===== src/rtl/accel_irq_pkg.sv =====
// Package: register addresses and sizing shared by the interrupt unit.
// Assumes a two-bit register address space.
package accel_irq_pkg;
    localparam int REG_ADDR_W = 2;

    typedef enum logic [REG_ADDR_W-1:0] {
        REG_CTRL   = 2'd0,
        REG_DMA_ST = 2'd1,
        REG_MAC_ST = 2'd2,
        REG_SPARE  = 2'd3
    } reg_sel_e;

    localparam int DONE_BITS = 2;
endpackage


===== src/rtl/irq_ctrl_reg.sv =====
// Module: holds the completion-source mode bit.
// Assumes the write strobe is already decoded for the control address.
module irq_ctrl_reg (
    input  logic clk,
    input  logic rst_n,
    input  logic wr_en,
    input  logic wr_bit,
    output logic mode_q
);
    // Load the mode bit on a decoded write; reset selects window mode.
    always_ff @(posedge clk) begin
        if (!rst_n)
            mode_q <= 1'b0;
        else if (wr_en)
            mode_q <= wr_bit;
    end
endmodule


===== src/rtl/irq_done_status.sv =====
// Module: keeps the paired completion status bits and the DMA interrupt.
// Assumes event inputs are single-cycle pulses; a set beats a clear.
module irq_done_status (
    input  logic clk,
    input  logic rst_n,
    input  logic mode_all,
    input  logic win_evt,
    input  logic all_evt,
    input  logic clr,
    output logic win_q,
    output logic all_q,
    output logic irq
);
    logic hit;

    // Pick the completion event that the mode bit selects.
    always_comb begin
        hit = mode_all ? all_evt : win_evt;
    end

    // Window-done bit: set on a selected event, cleared by a status read.
    always_ff @(posedge clk) begin
        if (!rst_n)
            win_q <= 1'b0;
        else if (hit)
            win_q <= 1'b1;
        else if (clr)
            win_q <= 1'b0;
    end

    // All-done bit: same set and clear rule as its partner.
    always_ff @(posedge clk) begin
        if (!rst_n)
            all_q <= 1'b0;
        else if (hit)
            all_q <= 1'b1;
        else if (clr)
            all_q <= 1'b0;
    end

    // The level interrupt follows either status bit.
    always_comb begin
        irq = win_q | all_q;
    end
endmodule


===== src/rtl/irq_mac_status.sv =====
// Module: one sticky exception flag per MAC unit and the OR interrupt.
// Assumes exception inputs are pulses; a set beats a clear.
module irq_mac_status #(
    parameter int NUM_MAC = 4
) (
    input  logic               clk,
    input  logic               rst_n,
    input  logic [NUM_MAC-1:0] exc,
    input  logic               clr,
    output logic [NUM_MAC-1:0] flags_q,
    output logic               irq
);
    genvar g;
    generate
        for (g = 0; g < NUM_MAC; g++) begin : g_flag
            // Flag g latches its unit's exception until a status read.
            always_ff @(posedge clk) begin
                if (!rst_n)
                    flags_q[g] <= 1'b0;
                else if (exc[g])
                    flags_q[g] <= 1'b1;
                else if (clr)
                    flags_q[g] <= 1'b0;
            end
        end
    endgenerate

    // The level interrupt follows any flag.
    always_comb begin
        irq = |flags_q;
    end
endmodule


===== src/rtl/accel_irq_unit.sv =====
// Module: top of the accelerator completion interrupt unit. Decodes the
// register port, clears status on reads and registers the read data.
// Assumes DATA_W is at least NUM_MAC and at least two.
module accel_irq_unit
    import accel_irq_pkg::*;
#(
    parameter int NUM_MAC = 4,
    parameter int DATA_W  = 32
) (
    input  logic                  clk,
    input  logic                  rst_n,
    input  logic                  win_done_evt,
    input  logic                  all_done_evt,
    input  logic [NUM_MAC-1:0]    mac_exc_evt,
    input  logic [REG_ADDR_W-1:0] reg_addr,
    input  logic                  reg_wr_en,
    input  logic                  reg_wr_bit,
    input  logic                  reg_rd_en,
    output logic [DATA_W-1:0]     reg_rd_data,
    output logic                  dma_irq,
    output logic                  mac_irq
);
    localparam int PAD_DONE = DATA_W - DONE_BITS;
    localparam int PAD_MAC  = DATA_W - NUM_MAC;

    logic               mode_q;
    logic               ctrl_wr;
    logic               dma_clr;
    logic               mac_clr;
    logic               win_q;
    logic               all_q;
    logic [NUM_MAC-1:0] mac_flags;
    logic [DATA_W-1:0]  rd_next;

    // Decode writes and clearing reads from the register address.
    always_comb begin
        ctrl_wr = reg_wr_en && (reg_addr == REG_CTRL);
        dma_clr = reg_rd_en && (reg_addr == REG_DMA_ST);
        mac_clr = reg_rd_en && (reg_addr == REG_MAC_ST);
    end

    irq_ctrl_reg u_ctrl (
        .clk    (clk),
        .rst_n  (rst_n),
        .wr_en  (ctrl_wr),
        .wr_bit (reg_wr_bit),
        .mode_q (mode_q)
    );

    irq_done_status u_done (
        .clk      (clk),
        .rst_n    (rst_n),
        .mode_all (mode_q),
        .win_evt  (win_done_evt),
        .all_evt  (all_done_evt),
        .clr      (dma_clr),
        .win_q    (win_q),
        .all_q    (all_q),
        .irq      (dma_irq)
    );

    irq_mac_status #(.NUM_MAC(NUM_MAC)) u_mac (
        .clk     (clk),
        .rst_n   (rst_n),
        .exc     (mac_exc_evt),
        .clr     (mac_clr),
        .flags_q (mac_flags),
        .irq     (mac_irq)
    );

    // Select the value of the addressed register, zero-extended.
    always_comb begin
        case (reg_sel_e'(reg_addr))
            REG_CTRL:   rd_next = {{(DATA_W-1){1'b0}}, mode_q};
            REG_DMA_ST: rd_next = {{PAD_DONE{1'b0}}, all_q, win_q};
            REG_MAC_ST: rd_next = {{PAD_MAC{1'b0}}, mac_flags};
            default:    rd_next = '0;
        endcase
    end

    // Capture the read value on a read strobe, from before any clear.
    always_ff @(posedge clk) begin
        if (!rst_n)
            reg_rd_data <= '0;
        else if (reg_rd_en)
            reg_rd_data <= rd_next;
    end
endmodule


===== config.mk =====
export PLATFORM = sky130hd
export DESIGN_NAME = accel_irq_unit
export DESIGN_NICKNAME = d
export VERILOG_FILES = /design/src/rtl/accel_irq_pkg.sv /design/src/rtl/irq_ctrl_reg.sv /design/src/rtl/irq_done_status.sv /design/src/rtl/irq_mac_status.sv /design/src/rtl/accel_irq_unit.sv
export SDC_FILE = /design/constraint.sdc
export NUM_CORES = 1
export LEC_CHECK = 0
export BUFFER_PORTS_ARGS = -buffer_cell sky130_fd_sc_hd__clkbuf_2
export CAP_MARGIN = 20
export CORE_MARGIN = 2
export CORE_UTILIZATION = 38
export CTS_BUF_LIST = sky130_fd_sc_hd__clkbuf_8 sky130_fd_sc_hd__clkbuf_16
export CTS_CLUSTER_DIAMETER = 40
export DETAILED_ROUTE_END_ITERATION = 16
export PLACE_DENSITY = 0.78
export SLEW_MARGIN = 20
export SYNTH_ARGS = -nofsm -noshare
export SYNTH_HDL_FRONTEND = slang
export SYNTH_SLANG_ARGS = --single-unit

===== constraint.sdc =====
create_clock -name clk -period 1.05 [get_ports clk]
set_input_delay 0.1575 -clock clk [delete_from_list [all_inputs] [get_ports clk]]
set_output_delay 0.1575 -clock clk [all_outputs]
set_load 0.01 [all_outputs]

[Yosys cells after proc, flatten, opt, wreduce, memory -nomap -nowiden]
Cells that the tools add are included.
Word-level totals
  register bits after elaboration: 38
  latch bits: 0
  bits in writable memories: 0
  bits in read-only memories: 0
  output and inout bits: 34
  word-level logic and storage cells: 28
  memories: 0
Operators by class
  add/sub/neg operators: 0
  $mul: 0
  divide/modulo/power cells: 0
  $lt $le $gt $ge: 0
  equality and inequality tests: 2
  shift operators: 0
  multiplexer cells: 9
  bitwise gates (word level): 0
  reductions and logical operators: 10
Operators with widths (number)
  $pmux W4 S3: 1
  $reduce_bool A2 Y1: 5
  $mux W1: 8
  $reduce_or A4 Y1: 1
  $logic_and A1 B1 Y1: 3
  $eq A2 B1 Y1 const B: 1
  $eq A2 B2 Y1 const B: 1
  $logic_not A2 Y1: 1

[Logic depth before layout (Yosys ltp)]
Gate-level depths: netlist of the first run.
  depth in word-level cells: 4
  mapped depth: 4
  gate-level depth less buffers: 3

[Cells and area by module]
A second synthesis of the first run with hierarchy kept.
Second synthesis, totals
  cells, all modules: 74
  area, all modules: 653.1 um^2
Modules (own cells, without submodules)
  accel_irq_unit: instances 1, cells an instance 52, area an instance 415.4 um^2
  irq_mac_status: instances 1, cells an instance 13, area an instance 142.6 um^2
  irq_done_status: instances 1, cells an instance 6, area an instance 58.8 um^2
  irq_ctrl_reg: instances 1, cells an instance 3, area an instance 36.3 um^2

[Worst setup path before layout of the first run]
No wires, ideal clock.
  kind: reg-to-output
  start: reg u_mac.flags_q[2]
  end: out mac_irq
  data arrival time: 864 ps
  required time: 892 ps
  slack: 28 ps
  stages on the path, launching flop included: 2
  path buffers: 0
  cell sequence: dfxtp_1 > or4_1
Between the ends
  cells in the longest elaborated chain, start to end: 1
RTL lines
  from (decl): line irq_mac_status.sv:10  | output logic [NUM_MAC-1:0] flags_q,
  from (signal, indexed assignment): line irq_mac_status.sv:19  | flags_q[g] <= 1'b0;
  from (signal, indexed assignment): line irq_mac_status.sv:21  | flags_q[g] <= 1'b1;
  from (signal, indexed assignment): line irq_mac_status.sv:23  | flags_q[g] <= 1'b0;
  $reduce_or A4 Y1: line irq_mac_status.sv:30  | irq = |flags_q;
  to (decl): line accel_irq_unit.sv:21  | output logic mac_irq
No other way between the ends.

[Final worst setup path of the first run]
Same ends and word-level chain as after synthesis.

==> results.yml, run 1 <==
clocking:
  cts_buffers: 3
  clkLatencyLatePin_ns: 0.24
  cts_max_level: 1
  clk_pin_slew_ns: 0.05
  cts.sinks: 10
  cts_tree: "done"
  ctsResizeCount: 0
  clock_path_buffers: 2
  clockRootBuffer: "clkbuf_8"
layout:
  fin_nets: 109
  final_cell_mix: "conb_1, clkbuf_2, dfxtp_1"
  diodes: 0
  design_area_sq_um: 712
  syn_to_final_growth_pct: 12.9
  mostFrequentLayoutCell: "conb_1"
  layout-drive-gt1-share_pct: 28.4
detailed_routing:
  routed.top_layer: "met4"
  drtPass1Iterations: 2
  wl_met3_um: 151
  wl_per_cell_um: 9.43
  viasPerCell: 4.31
  drc: 0
  routed_wirelength_um: 1050
  drt-initial-drc-count: 3
  drt-met1-wl_um: 420
  routed-via-count: 478
  ant_nets: 0
  wl_met2_um: 448
power_and_ir_drop:
  total_power_uw: 1060
  switching_share_pct: 24.9
  p_clk_share_pct: 45.6
  power.internal_uw: 798
  vdd_drop_max_uv: 779
  seqPwrFrac_pct: 38.9
  share_comb_of_total_power_pct: 15.5
  p_leak_uw: 0.000370
  switching_power_uw: 265
  pwr_density_cell_nw_per_um2: 1490
synth:
  synthAdderAreaFrac_pct: 0
  synth_warnings: 0
  synth-xor-area-share_pct: 0
  synth_top_family_by_area: "buffers and inverters"
  netlist.area_leader.share_pct: 33.3
  netlist_instances: 71
  synthSimpleGateAreaFrac_pct: 18.3
  synth_compound_area_share_pct: 10.5
  synth.area.top_cells: "buf_4, dfxtp_1, nor2b_1, a21oi_1, mux2i_1"
  yosysUniqueCellTypes: 17
  synth_largest_area_cell: "buf_4"
  synth.ff_latch_count: 10
  avgSynthCellArea_sq_um: 8.88
  ys_seq_area_share_pct: 31.7
  syn_area_sq_um: 631
  synth_mux_area_share_pct: 4.76
global_route:
  grt-ovfl-total: 0
  grt_max_degree: 11
  antenna_found_initial: 0
  grt_pass1_vias: 438
  track_usage_pct: 12.6
  grt_pass1_wl_um: 1790
sta:
  rsz0062_at_grt: "true"
  hold_violations: 0
  timing.hold.ws_ns: 0.144
  finalWorstSetupSlack_ns: -0.301
  fin_skew_ns: 0.000939
  finalSetupViolCount: 1
  layout_min_cycle_time_ns: 1.35
  fin_crit_sh_pct: 129
  fmax_mhz: 740
  final_max_slew_viol_count: 0
floorplanning:
  io_pins: 47
  rows: 14
  dieArea_sq_um: 2000
  start_util_pct: 41.4
  design.core.area_sq_um: 1520
  die_w_um: 44.7
  dieHeight_um: 44.7
placement:
  portBuffers: 18
  finalWeightedCongestion: 0.682
  placed_area_sq_um: 657
  dp_hpwl_um: 839
critical_path:
  worst-setup-path-type: "reg -> out"
  cp-end-kind: "output port"
  arrival_ns: 1.19
  critPathRequiredTime_ns: 0.89
  cp-start-kind: "flip-flop"
  cp_max_fo: 2
status:
  run_status: "complete, but fails checks"
  violations: "setup timing"
worst_hold_path:
  hp-class: "in -> reg"
run:
  drv_cap: 0
[layer usage]
metal | global-route usage [%] | up-vias
met4 | 9.09 | 0
li1 | - | 229
met1 | 15.6 | 208
met3 | 4.80 | 3
met5 | 0 | -
met2 | 17.7 | 38
[sequential cells by signal, summed over array words and instances, names as in the netlist]
name / flops
reg_rd_data: 4
u_ctrl.mode_q: 1
u_done.all_q: 1
u_mac.flags_q: 4
[through the flow]
step,cells,TNS [ns],util (%),setup WS (ns)
detailed placement,107,-0.0374,43.1,-0.0374
global route,111,-0.329,46.7,-0.329
finish,111,-0.301,46.7,-0.301
global placement,107,-0.0505,43.1,-0.0505
CTS,111,-0.303,46.7,-0.303
floorplan,98,0,-,0.0281
[path summary, 6_finish.rpt]
path / slack (ns) / startpoint / cells after the start / end
max reg2reg: 0.17 / u_mac.flags_q[0] / 4 / reg_rd_data[0]
max: -0.30 / u_mac.flags_q[2] / 2 / mac_irq
min reg2reg: 0.47 / reg_rd_data[0] / 1 / reg_rd_data[0]
min: 0.14 / mac_exc_evt[0] / 3 / u_mac.flags_q[0]
[cells in the mapped netlist, drive strengths merged]
| library cell | count |
|---|---|
| buf | 28 |
| mux2i | 3 |
| o211ai | 1 |
| nand2 | 1 |
| dfxtp | 10 |
| o21ai | 1 |
| or4 | 1 |
| a21boi | 1 |
| nor3b | 1 |
| o211a | 1 |
| a21oi | 6 |
| conb | 1 |
| and3b | 1 |
| nor2b | 9 |
| clkbuf | 1 |
| nand3b | 4 |
| a31oi | 1 |
[power groups by stage]
stage	Combinational, uW	Clock, uW	Sequential [uW]
after global placement	159	0	420
final	164	485	414
after CTS	163	492	414
after floorplan	169	0	425
after global routing	186	516	416
after detailed placement	162	0	421
[what timing repair did]
action | CTS | global route
setup buffers | 0 | 0
setup endpoints to repair | 1 | 1
hold buffers | 0 | 0
pin swaps | 0 | 0
[logic make-up after synthesis]
logic type      after synthesis
buf+inv                      29
simple gates                 17
compound gates               11
flops                        10
mux                           3
other cells                   1
[area by class of cell]
type	count	area (sq um)
tap	16	20.0
fill	158	812
multi-input combinational	59	317
clock buffer	4	55.1
timing repair buffer	22	120
sequential	10	200
[worst max-delay path, cell delays in order, from the launching register on]
cell      delay (ns)
dfxtp_1         0.30
or4_1           0.51
clkbuf_2        0.14
No activity file was read; power rests on OpenSTA's default activity.
==> inputs of run 2 (changes only) <==
==> constraint.sdc (replaced) <==
create_clock -name clk -period 1.05 [get_ports clk]
set_input_delay 0 -clock clk [delete_from_list [all_inputs] [get_ports clk]]
set_output_delay 0 -clock clk [all_outputs]
set_load 0.01 [all_outputs]
==> results.yml, run 2 (synthesized netlist as in run 1, its figures left out) <==
detailed_routing:
  drtPass1Iterations: 4
  routed_wirelength_um: 1030
  ant_nets: 0
  routed-via-count: 472
  wl_per_cell_um: 9.44
  drc: 0
  drt-initial-drc-count: 13
  viasPerCell: 4.33
worst_hold_path:
  min_to: "u_mac.flags_q[1]"
  hold_start: "mac_exc_evt[1]"
  min_path_cells: 3
  hp-class: "in -> reg"
clocking:
  cts_tree: "done"
  cts_max_level: 1
  clock_path_buffers: 2
  cts.sinks: 10
  clockRootBuffer: "clkbuf_8"
  clkLatencyLatePin_ns: 0.23
  clk_pin_slew_ns: 0.05
  cts_buffers: 3
sta:
  timing.hold.ws_ns: 0.00806
  fmax_mhz: 825
  finalSetupViolCount: 1
  rsz0062_at_grt: "true"
  fin_skew_ns: 0.00369
  hold_violations: 0
  layout_min_cycle_time_ns: 1.21
  finalWorstSetupSlack_ns: -0.162
  final_max_slew_viol_count: 0
  fin_crit_sh_pct: 115
critical_path:
  critPathRequiredTime_ns: 1.05
  arrival_ns: 1.21
  r2r_slack_ns: 0.17
  cp_max_fo: 2
  r2r_start: "u_mac.flags_q[0]"
  cp-start-kind: "flip-flop"
  reg2reg_to: "reg_rd_data[0]"
  cp-end-kind: "output port"
  worst-setup-path-type: "reg -> out"
  r2r_cells: 4
layout:
  mostFrequentLayoutCell: "conb_1"
  diodes: 0
  design_area_sq_um: 699
  nFillCells: 148
  layout-drive-gt1-share_pct: 28.0
  fin_nets: 108
  syn_to_final_growth_pct: 10.9
  stdcell_count: 109
  multi_input_comb_area_sq_um: 317
  final_cell_mix: "conb_1, clkbuf_2, nor2b_1"
  regArea_sq_um: 204
  reg_top3: "reg_rd_data: 4 flops, u_mac.flags_q: 4 flops"
power_and_ir_drop:
  share_comb_of_total_power_pct: 16.2
  vdd_drop_max_uv: 662
  seqPwrFrac_pct: 43.8
  switching_power_uw: 243
  power.internal_uw: 715
  switching_share_pct: 25.4
  pwr_density_cell_nw_per_um2: 1370
  p_clk_share_pct: 40.0
  p_leak_uw: 0.000355
placement:
  placed_cells: 103
  placed_area_sq_um: 627
  dp_hpwl_um: 781
  finalWeightedCongestion: 0.718
  place_worst_setup_slack_ns: 0.0880
  portBuffers: 18
global_route:
  grt-ovfl-total: 0
  met3_usage_pct: 4.00
  grt_pass1_vias: 392
  grt_use_met2_pct: 16.8
  top_usage_layer: "met2"
  antenna_found_initial: 0
  track_usage_pct: 11.4
  grt_pass1_wl_um: 1620
  grt_max_degree: 11
  met1_usage_pct: 14.1
floorplanning:
  io_pins: 47
  rows: 14
  start_util_pct: 41.4
  die_w_um: 44.7
  dieHeight_um: 44.7
  design.core.area_sq_um: 1520
  dieArea_sq_um: 2000
status:
  run_status: "complete, but fails checks"
  violations: "setup timing"
run:
  drv_cap: 0
==> run 2: layer usage <==
layer  vias up  wire [um]
met5         -          0
met4         0          0
met3         0        131
met2        35        470
met1       212        427
li1        225          -
==> run 2: power by group through the flow <==
stage | combinational, uW | clock, uW | sequential (uW)
global route | 175 | 410 | 422
global placement | 141 | 0 | 423
CTS | 154 | 389 | 419
floorplan | 169 | 0 | 425
detailed placement | 143 | 0 | 425
finish | 155 | 383 | 420
==> run 2: critical path, stage by stage, from the launching register on <==
cell     delay (ns)
dfxtp_2        0.31
or4_1          0.52
buf_2          0.15
==> run 2: worst max-delay path by stage <==
| stage | start | endpoint | depth (start not counted) |
|---|---|---|---|
| 6_report | u_mac.flags_q[0] | mac_irq | 2 |
| 5_1_grt | u_mac.flags_q[0] | mac_irq | 2 |
| 4_1_cts | u_mac.flags_q[0] | mac_irq | 2 |
| 3_5_place_dp | u_mac.flags_q[2] | mac_irq | 2 |
| 3_3_place_gp | u_mac.flags_q[2] | mac_irq | 2 |
| 2_1_floorplan | u_mac.flags_q[2] | mac_irq | 1 |
==> run 2: area by class of cell <==
cell class	count	area share, %
clock buffer	3	5.90
multi-input combinational	59	45.3
sequential	10	29.2
tap	16	2.86
timing repair buffer	21	16.8
==> run 2: stage by stage <==
stage / power (uW) / util (%) / TNS [ns]
2_1_floorplan: 595 / - / 0
3_3_place_gp: 564 / 41.1 / 0
3_5_place_dp: 568 / 41.1 / 0
4_1_cts: 962 / 45.8 / -0.154
5_1_grt: 1010 / 45.9 / -0.182
6_report: 958 / 45.9 / -0.162
==> run 2: repair_timing <==
item	4_1_cts	5_1_grt
setup endpoints to repair	1	1
hold buffers	2	0
cloned	0	0
resized for setup	2	2
buffers inserted	1	0
pin swaps	1	0
hold endpoints to repair	2	0
